<file path="config.mk">
export PLATFORM = sky130hd
export DESIGN_NAME = msf_lookup
export DESIGN_NICKNAME = d
export VERILOG_FILES = /design/src/rtl/msf_lookup.sv
export SDC_FILE = /design/constraint.sdc
export NUM_CORES = 2
export LEC_CHECK = 0
export BUFFER_PORTS_ARGS = -buffer_cell sky130_fd_sc_hd__buf_2
export CORE_MARGIN = 3
export CORE_UTILIZATION = 60
export DETAILED_ROUTE_END_ITERATION = 12
export PLACE_DENSITY = 0.77
export SLEW_MARGIN = 20
export SYNTH_ARGS = -nofsm -noshare
export SYNTH_HDL_FRONTEND = slang
export SYNTH_SLANG_ARGS = --single-unit
</file>
<file path="constraint.sdc">
create_clock -name clk -period 29.8 [get_ports clk]
set_input_delay 4.47 -clock clk [delete_from_list [all_inputs] [get_ports clk]]
set_output_delay 4.47 -clock clk [all_outputs]
set_load 0.01 [all_outputs]
</file>
<file path="src/rtl/msf_lookup.sv">
module msf_lookup #(
  parameter int NPFX = 8,
  parameter int AW   = 32,
  parameter int PTRW = 8,
  localparam int IW  = $clog2(NPFX),
  localparam int LW  = $clog2(AW + 1),
  localparam int DW  = AW + LW + 1
) (
  input  logic              clk,
  input  logic              rst_n,
  input  logic              req_valid,
  output logic              req_ready,
  input  logic [AW-1:0]     req_src,
  input  logic [AW-1:0]     req_dst,
  output logic              res_valid,
  output logic [1:0]        res_code,
  output logic [PTRW-1:0]   res_ptr,
  input  logic              wr_en,
  input  logic [2:0]        wr_sel,
  input  logic [2*IW-1:0]   wr_addr,
  input  logic [DW-1:0]     wr_data
);
  localparam int NPAIR = NPFX * NPFX;

  logic [AW-1:0]    s_val [NPFX];
  logic [AW-1:0]    d_val [NPFX];
  logic [LW-1:0]    s_len [NPFX];
  logic [LW-1:0]    d_len [NPFX];
  logic [NPFX-1:0]  s_ok, d_ok;
  logic [PTRW-1:0]  pr_ptr [NPAIR];
  logic [NPAIR-1:0] pr_ok;
  logic [PTRW-1:0]  sp_ptr [NPFX];
  logic [PTRW-1:0]  dp_ptr [NPFX];
  logic [NPFX-1:0]  sp_ok, dp_ok;
  logic [PTRW-1:0]  dflt_ptr;

  logic [IW-1:0] wslot;
  logic          wok;
  assign wslot = wr_addr[IW-1:0];
  assign wok   = wr_data[DW-1];

  always_ff @(posedge clk or negedge rst_n) begin
    if (!rst_n) begin
      s_ok <= '0; d_ok <= '0; pr_ok <= '0;
      sp_ok <= '0; dp_ok <= '0; dflt_ptr <= '0;
    end else if (wr_en) begin
      case (wr_sel)
        3'd0: begin
          s_ok[wslot] <= wok;
          s_len[wslot] <= wr_data[AW +: LW];
          s_val[wslot] <= wr_data[AW-1:0];
        end
        3'd1: begin
          d_ok[wslot] <= wok;
          d_len[wslot] <= wr_data[AW +: LW];
          d_val[wslot] <= wr_data[AW-1:0];
        end
        3'd2: begin
          pr_ok[wr_addr] <= wok;
          pr_ptr[wr_addr] <= wr_data[PTRW-1:0];
        end
        3'd3: begin
          sp_ok[wslot] <= wok;
          sp_ptr[wslot] <= wr_data[PTRW-1:0];
        end
        3'd4: begin
          dp_ok[wslot] <= wok;
          dp_ptr[wslot] <= wr_data[PTRW-1:0];
        end
        3'd5: dflt_ptr <= wr_data[PTRW-1:0];
        default: ;
      endcase
    end
  end

  function automatic logic [AW-1:0] pmask(input logic [LW-1:0] n);
    logic [AW-1:0] m;
    m = '0;
    for (int b = 0; b < AW; b++)
      if (b >= AW - int'(n)) m[b] = 1'b1;
    return m;
  endfunction

  logic [NPFX-1:0] s_m, d_m;
  for (genvar i = 0; i < NPFX; i++) begin : g_match
    assign s_m[i] = s_ok[i] && (((req_src ^ s_val[i]) & pmask(s_len[i])) == '0);
    assign d_m[i] = d_ok[i] && (((req_dst ^ d_val[i]) & pmask(d_len[i])) == '0);
  end

  logic          s_hit, d_hit;
  logic [IW-1:0] s_idx, d_idx;
  logic [LW-1:0] s_best, d_best;

  always_comb begin
    s_hit = 1'b0; s_idx = '0; s_best = '0;
    for (int i = 0; i < NPFX; i++)
      if (s_m[i] && (!s_hit || s_len[i] > s_best)) begin
        s_hit = 1'b1; s_idx = IW'(i); s_best = s_len[i];
      end
  end

  always_comb begin
    d_hit = 1'b0; d_idx = '0; d_best = '0;
    for (int i = 0; i < NPFX; i++)
      if (d_m[i] && (!d_hit || d_len[i] > d_best)) begin
        d_hit = 1'b1; d_idx = IW'(i); d_best = d_len[i];
      end
  end

  logic          acc;
  logic          st_v, st_sh, st_dh;
  logic [IW-1:0] st_si, st_di;

  assign req_ready = ~wr_en;
  assign acc       = req_valid & req_ready;

  always_ff @(posedge clk or negedge rst_n) begin
    if (!rst_n) begin
      st_v <= 1'b0; st_sh <= 1'b0; st_dh <= 1'b0;
      st_si <= '0; st_di <= '0;
    end else begin
      st_v <= acc;
      if (acc) begin
        st_sh <= s_hit; st_si <= s_idx;
        st_dh <= d_hit; st_di <= d_idx;
      end
    end
  end

  logic [2*IW-1:0] pidx;
  logic            p_hit, sp_hit, dp_hit;
  logic [1:0]      n_code;
  logic [PTRW-1:0] n_ptr;

  assign pidx   = {st_si, st_di};
  assign p_hit  = st_sh & st_dh & pr_ok[pidx];
  assign sp_hit = st_sh & sp_ok[st_si];
  assign dp_hit = st_dh & dp_ok[st_di];

  always_comb begin
    if (p_hit)       begin n_code = 2'd0; n_ptr = pr_ptr[pidx];  end
    else if (sp_hit) begin n_code = 2'd1; n_ptr = sp_ptr[st_si]; end
    else if (dp_hit) begin n_code = 2'd2; n_ptr = dp_ptr[st_di]; end
    else             begin n_code = 2'd3; n_ptr = dflt_ptr;      end
  end

  always_ff @(posedge clk or negedge rst_n) begin
    if (!rst_n) begin
      res_valid <= 1'b0; res_code <= 2'd3; res_ptr <= '0;
    end else begin
      res_valid <= st_v;
      if (st_v) begin
        res_code <= n_code;
        res_ptr  <= n_ptr;
      end
    end
  end
endmodule


</file>
=== Yosys cells after proc, flatten, opt, wreduce, memory -nomap -nowiden ===
Memory sizes are Yosys's and may differ from the RTL's.
Index checks and enable logic that the tools add are counted.

* $add $sub $neg: 16
* Reduce and logical (&&, ||, !) cells: 88
* Eq/ne operators: 5
* $lt $le $gt $ge: 533
* Bitwise gates (word level): 38
* Mux-type cells: 592

{| class="wikitable"
|+ Operators with widths
! kind !! number
|-
| >= comparator 6 x 7 -> 1 bit (first input constant) || 256
|-
| >= comparator 5 x 7 -> 1 bit (first input constant) || 128
|-
| 2-to-1 mux 1 bit || 551
|-
| AND 32 bit || 16
|-
| zero test 32 bit || 16
|-
| XOR 32 bit || 16
|-
| >= comparator 4 x 7 -> 1 bit (first input constant) || 64
|-
| >= comparator 3 x 7 -> 1 bit (first input constant) || 32
|-
| >= comparator 1 x 7 -> 1 bit (first input constant) || 16
|-
| >= comparator 2 x 7 -> 1 bit (first input constant) || 16
|-
| subtractor 6 x 6 -> 7 bit (first input constant) || 16
|-
| greater-than comparator 6 bit || 14
|-
| 2-to-1 mux 6 bit || 14
|-
| bitwise mux 64 bit || 1
|-
| logical AND 1 bit || 37
|-
| 2-to-1 mux 3 bit || 12
|-
| bitwise mux 8 bit || 4
|-
| 2-to-1 mux 8 bit || 3
|-
| zero test 1 bit || 14
|-
| logical OR 1 bit || 14
|-
| less-than comparator 6 x 7 -> 1 bit (second input constant) || 2
|-
| less-than comparator 3 x 4 -> 1 bit (second input constant) || 3
|-
| AND reduction 2 bit || 6
|-
| binary-select mux 1 bit (select 3 bit) || 2
|-
| other kinds (12) || 19
|}

* Input bits: 116
* Bits in writable memories: 1,248
* Flip-flop bits (word level): 124
* Word-level logic and storage cells: 1,293
* Output and inout bits: 12
* Memories: 7

{| class="wikitable"
|+ Memory list
! memory !! depth !! width !! read ports !! clocked after memory_dff !! write ports !! RTL line !! source
|-
| pr_ptr || 64 || 8 || 1 || 0 || 1 || 30 || <nowiki>logic [PTRW-1:0] pr_ptr [NPAIR];</nowiki>
|-
| d_val || 8 || 32 || 8 || 0 || 1 || 26 || <nowiki>logic [AW-1:0] d_val [NPFX];</nowiki>
|-
| s_val || 8 || 32 || 8 || 0 || 1 || 25 || <nowiki>logic [AW-1:0] s_val [NPFX];</nowiki>
|-
| dp_ptr || 8 || 8 || 1 || 0 || 1 || 33 || <nowiki>logic [PTRW-1:0] dp_ptr [NPFX];</nowiki>
|-
| sp_ptr || 8 || 8 || 1 || 0 || 1 || 32 || <nowiki>logic [PTRW-1:0] sp_ptr [NPFX];</nowiki>
|-
| d_len || 8 || 6 || 8 || 0 || 1 || 28 || <nowiki>logic [LW-1:0] d_len [NPFX];</nowiki>
|-
| +1 memories || -- || -- || -- || -- || -- || -- ||
|}

=== Logic depth before layout (Yosys ltp) ===
An unclocked memory read counts as a cell.

* Depth after elaboration: 36
* Depth in mapped cells: 99
* Depth with buffers taken out: 90

=== Worst setup path after synthesis ===
OpenSTA, ideal clock, no wires.

* Path type: input -> register
* From: in req_dst[6]
* To: reg st_di[1]
* Stages: 89
* Path buffers: 5
* Arrival time: 18,784 ps
* Data required time: 29,671 ps
* Library setup time: 129 ps
* Path slack: 10,887 ps
* Cells stage by stage: clkbuf_1 xor2_1 nand4b_1 o31ai_1 nand3_1 nor4b_1 o2111ai_1 nor3_2 nand2_1 ha_1 nor2b_1 o21a_1 o21ai_0 nand2b_1 a21oi_1 nor2b_1 o22ai_1 o21a_1 [... 53 more ...] nor2b_1 o21ai_0 a211o_1 o31ai_1 clkbuf_1 or3_1 o211a_1 ha_1 nor2b_1 o21a_1 o21ai_0 nand2b_1 a21oi_1 nor2b_1 o22ai_1 o21ai_0 a211oi_1 o22ai_1

* Cells in the longest elaborated chain, start to end: 33
* Elaborated cells between the ends (all ways): 80
* Classes of those cells: order compare (7); mux (20); bitwise (16); reduce/logical (37)

{| class="wikitable"
|+ Ends and longest elaborated chain
! element !! RTL line !! source
|-
| from (decl) || 14 || <nowiki>input logic [AW-1:0] req_dst,</nowiki>
|-
| XOR 32 bit || 87 || <nowiki>assign d_m[i] = d_ok[i] && (((req_dst ^ d_val[i]) & pmask(d_len[i])) == '0);</nowiki>
|-
| AND 32 bit || 87 ||
|-
| zero test 32 bit || 87 ||
|-
| logical AND 1 bit || 87 ||
|-
| 2-to-1 mux 6 bit / 2-to-1 mux 1 bit (equally long branches) || 105 || <nowiki>if (d_m[i] && (!d_hit || d_len[i] > d_best)) begin</nowiki>
|-
| greater-than comparator 6 bit / zero test 1 bit (equally long branches) || 105 ||
|-
| logical OR 1 bit || 105 ||
|-
| logical AND 1 bit || 105 ||
|-
| [... 17 more ...] || -- ||
|-
| greater-than comparator 6 bit / zero test 1 bit (equally long branches) || 105 ||
|-
| logical OR 1 bit || 105 ||
|-
| logical AND 1 bit || 105 ||
|-
| 2-to-1 mux 6 bit / 2-to-1 mux 1 bit (equally long branches) || 105 ||
|-
| greater-than comparator 6 bit / zero test 1 bit (equally long branches) || 105 ||
|-
| logical OR 1 bit || 105 ||
|-
| logical AND 1 bit || 105 ||
|-
| 2-to-1 mux 3 bit * || 105 ||
|-
| to (signal assigned) || 125 || <nowiki>st_dh <= d_hit; st_di <= d_idx;</nowiki>
|-
| to (decl) || 112 || <nowiki>logic [IW-1:0] st_si, st_di;</nowiki>
|}

Every way passes the cells marked *; elsewhere a longest branch is shown, timed or not.
A chain may end at the register's enable or synchronous reset.

=== Worst setup path after layout ===
* From: in req_dst[0]
* To: reg st_di[1]

The elaborated chain is that of the path after synthesis.

==> out/metrics.cfg <==
[global_route]
grt_use_total_pct=42.94
grt_pass1_wl_um=409100
grt_max_degree=97
grt_pass1_vias=57050
grt-ovfl-total=0
antenna_found_initial=22

[placed_design]
dpl.hpwl_um=179900
place_congestion=1.037
numPortBuffers=127
placed_area_sq_um=78580

[synth]
synth.top_cell.area_share_pct=48.85
synth_edf_count=1248
synth_seq_area_share_pct=52.89
synth_area_leaders=edfxtp_1 (49%), mux4_2 (6.6%), dfrtp_1 (4.0%)
synth_nets=6711
async_reset_ff_share_pct=9.038
ys_ff_latch=1372
syn_avg_cell_area_sq_um=11.87
ys_types=111
synth_ff_type=edfxtp_1
syn_inst=6461
ys_warn_count=0
syn_area_sq_um=76720
synth.most_common_cell=edfxtp_1
synthTopCellsByCount=edfxtp_1 (1248), nor2_1 (520), clkbuf_1 (376)
yosysTopAreaCell=edfxtp_1

[floorplanning]
core_sq_um=126200
die_y_um=363.6
pin_count=128
die_x_um=363.6
die_area_sq_um=132200
fp-row-count=130
start_util_pct=60.79

[routing]
highest_layer=met5
wl_met1_um=106200
wl_met3_um=38620
wl_met2_um=121500
drt_iter0_markers=11270
wl_per_cell_um=35.14
totalWireLength_um=287000
via_per_inst=7.464
final_antenna_net_count=0
dr.pass1.iters=8
vias=60940
drcViolationCount=0

[power_and_ir_drop]
pwr-share-clk_pct=42.4
powerDensity_nw_per_um2=51.81
power.leakage_uw=0.02760
p_switching_uw=1087
combinationalPowerShare_pct=8.1
swShare_pct=25.10
ir_worst_vdd_uv=83.14
power_uw=4333
p_int_uw=3246
p_seq_share_pct=49.4

[timing]
slew_headroom_pct=15.40
skew_ns=0.04094
fin_tns_setup_ns=0
timing.final.hold_violations=0
max_freq_mhz=46.74
worst_slew_pin_slew_ns=1.269
fin_crit_ns=21.40
fin_crit_sh_pct=71.80
grt_setup_unrepaired=no
setup_viol=0
slew_viol_final=0

[cts]
cts_buffers=145
cts_hold_buf=0
cts_resized=0
clkSinkCount=1372
cts_root_buf=clkbuf_16
postCtsSetupBuffers=0
h-tree-depth=4
tritoncts=yes
cts.path.max_buffers=3
clk_latency_ns=0.80
clkTransAtPathRegs_ns=0.08

[worst_hold_path]
hold_path_class=reg -> reg

[layout]
fin_area_sq_um=83630
layout-drive-gt1-share_pct=14.93
multiInputGateArea_sq_um=33990
final_core_util_pct=66.25
regArea_sq_um=40590
syn_to_final_growth_pct=8.995
nNetsFinal=6635
fillers=9084

[worst_setup_path]
crit_arrival_ns=22.06
critPathCaptureType=register
critPathMaxFanout=20
critPathLaunchType=input pin
critPathKind=in -> reg
cpPeakStageDelay_ns=0.66
required_ns=30.47
crit_path_top_delay_cell=nor3_2
cpMostUsedCell=o21a_1

[run]
maxCapViolCount=0

[outcome]
status=finished, final reports clean

[sequential cells by signal (all words and copies together) (netlist names), 2 cells and up]
register / count
pr_ptr: 512
d_val: 256
s_val: 256
dp_ptr: 64
pr_ok: 64
sp_ptr: 64
d_len: 48
s_len: 48
d_ok: 8
dflt_ptr: 8
dp_ok: 8
res_ptr: 8
s_ok: 8
sp_ok: 8
st_di: 3
st_si: 3
res_code: 2
[metal layers]
layer / up-vias / GRT usage, %
met3: 1075 / 12.35
met2: 5162 / 61.39
met4: 18 / 25.20
met5: - / 0
met1: 29840 / 58.77
li1: 24850 / -
[worst max-delay path: cells and delay by family]
| family | cells | cell delay [ns] |
|---|---|---|
| compound gates | 47 | 8.82 |
| xor+xnor | 1 | 0.22 |
| fa+ha+maj | 7 | 1.99 |
| buf+inv | 2 | 0.67 |
| simple gates | 30 | 5.81 |
[layout make-up]
cell class	count	share of cell area, %
Antenna cell	12	0.03591
Timing Repair Buffer	239	1.965
Inverter	130	0.5835
Tap cell	1650	2.469
Sequential cell	1372	48.54
Multi-Input combinational cell	4497	40.64
Clock buffer	174	4.554
Clock inverter	91	1.210
[cell families after synthesis]
family / after synthesis / share of synthesized area, %
buffers and inverters: 592 / 2.973
XOR/XNOR: 601 / 6.861
flip-flops: 1372 / 52.89
multiplexers: 372 / 8.707
adder cells (fa/ha/maj): 136 / 2.211
AO/OA/AOI/OAI: 1560 / 13.90
AND/OR/NAND/NOR: 1828 / 12.45
[worst paths after layout]
path | start | cells past startpoint | to | slack [ns]
min in group asynchronous | rst_n | 1 | res_ptr[6] | 3.62
min | res_code[0] | 2 | res_code[0] | 0.50
min reg2reg | res_code[0] | 2 | res_code[0] | 0.50
max | req_dst[0] | 87 | st_di[1] | 8.40
max in group asynchronous | rst_n | 2 | st_di[0] | 24.63
max reg2reg | s_len[0][0] | 78 | st_si[2] | 9.62
[per-stage QoR]
stage,std cells,hold slack [ns],setup slack (ns)
floorplan,6461,0.3704,10.89
global placement,7881,0.4621,8.275
detailed placement,7881,0.4786,8.073
CTS,8146,0.5018,8.876
global route,8153,0.5284,7.270
finish,8165,0.4974,8.403
[power by group through the flow]
stage	Combinational, uW	Clock [uW]	Sequential (uW)
4_1_cts	338	1840	2140
3_3_place_gp	327	0	2180
2_1_floorplan	172	0	2170
3_5_place_dp	330	0	2180
6_report	352	1840	2140
5_1_grt	357	1910	2140
[cell usage in the layout, fill, tap and decap left out, drive strengths merged, types with 91 or more instances in the layout]
cell and instances:
nor3 147, nand2 298, mux4 225, o21ai 330, ha 134, xor2 284
inv 131, buf 239, nor2b 91, dfrtp 122, a21oi 290, nor2 521
xnor2 317, clkbuf 174, nand3 139, mux2 113, edfxtp 1248
Power figures use the tool's default switching activity.
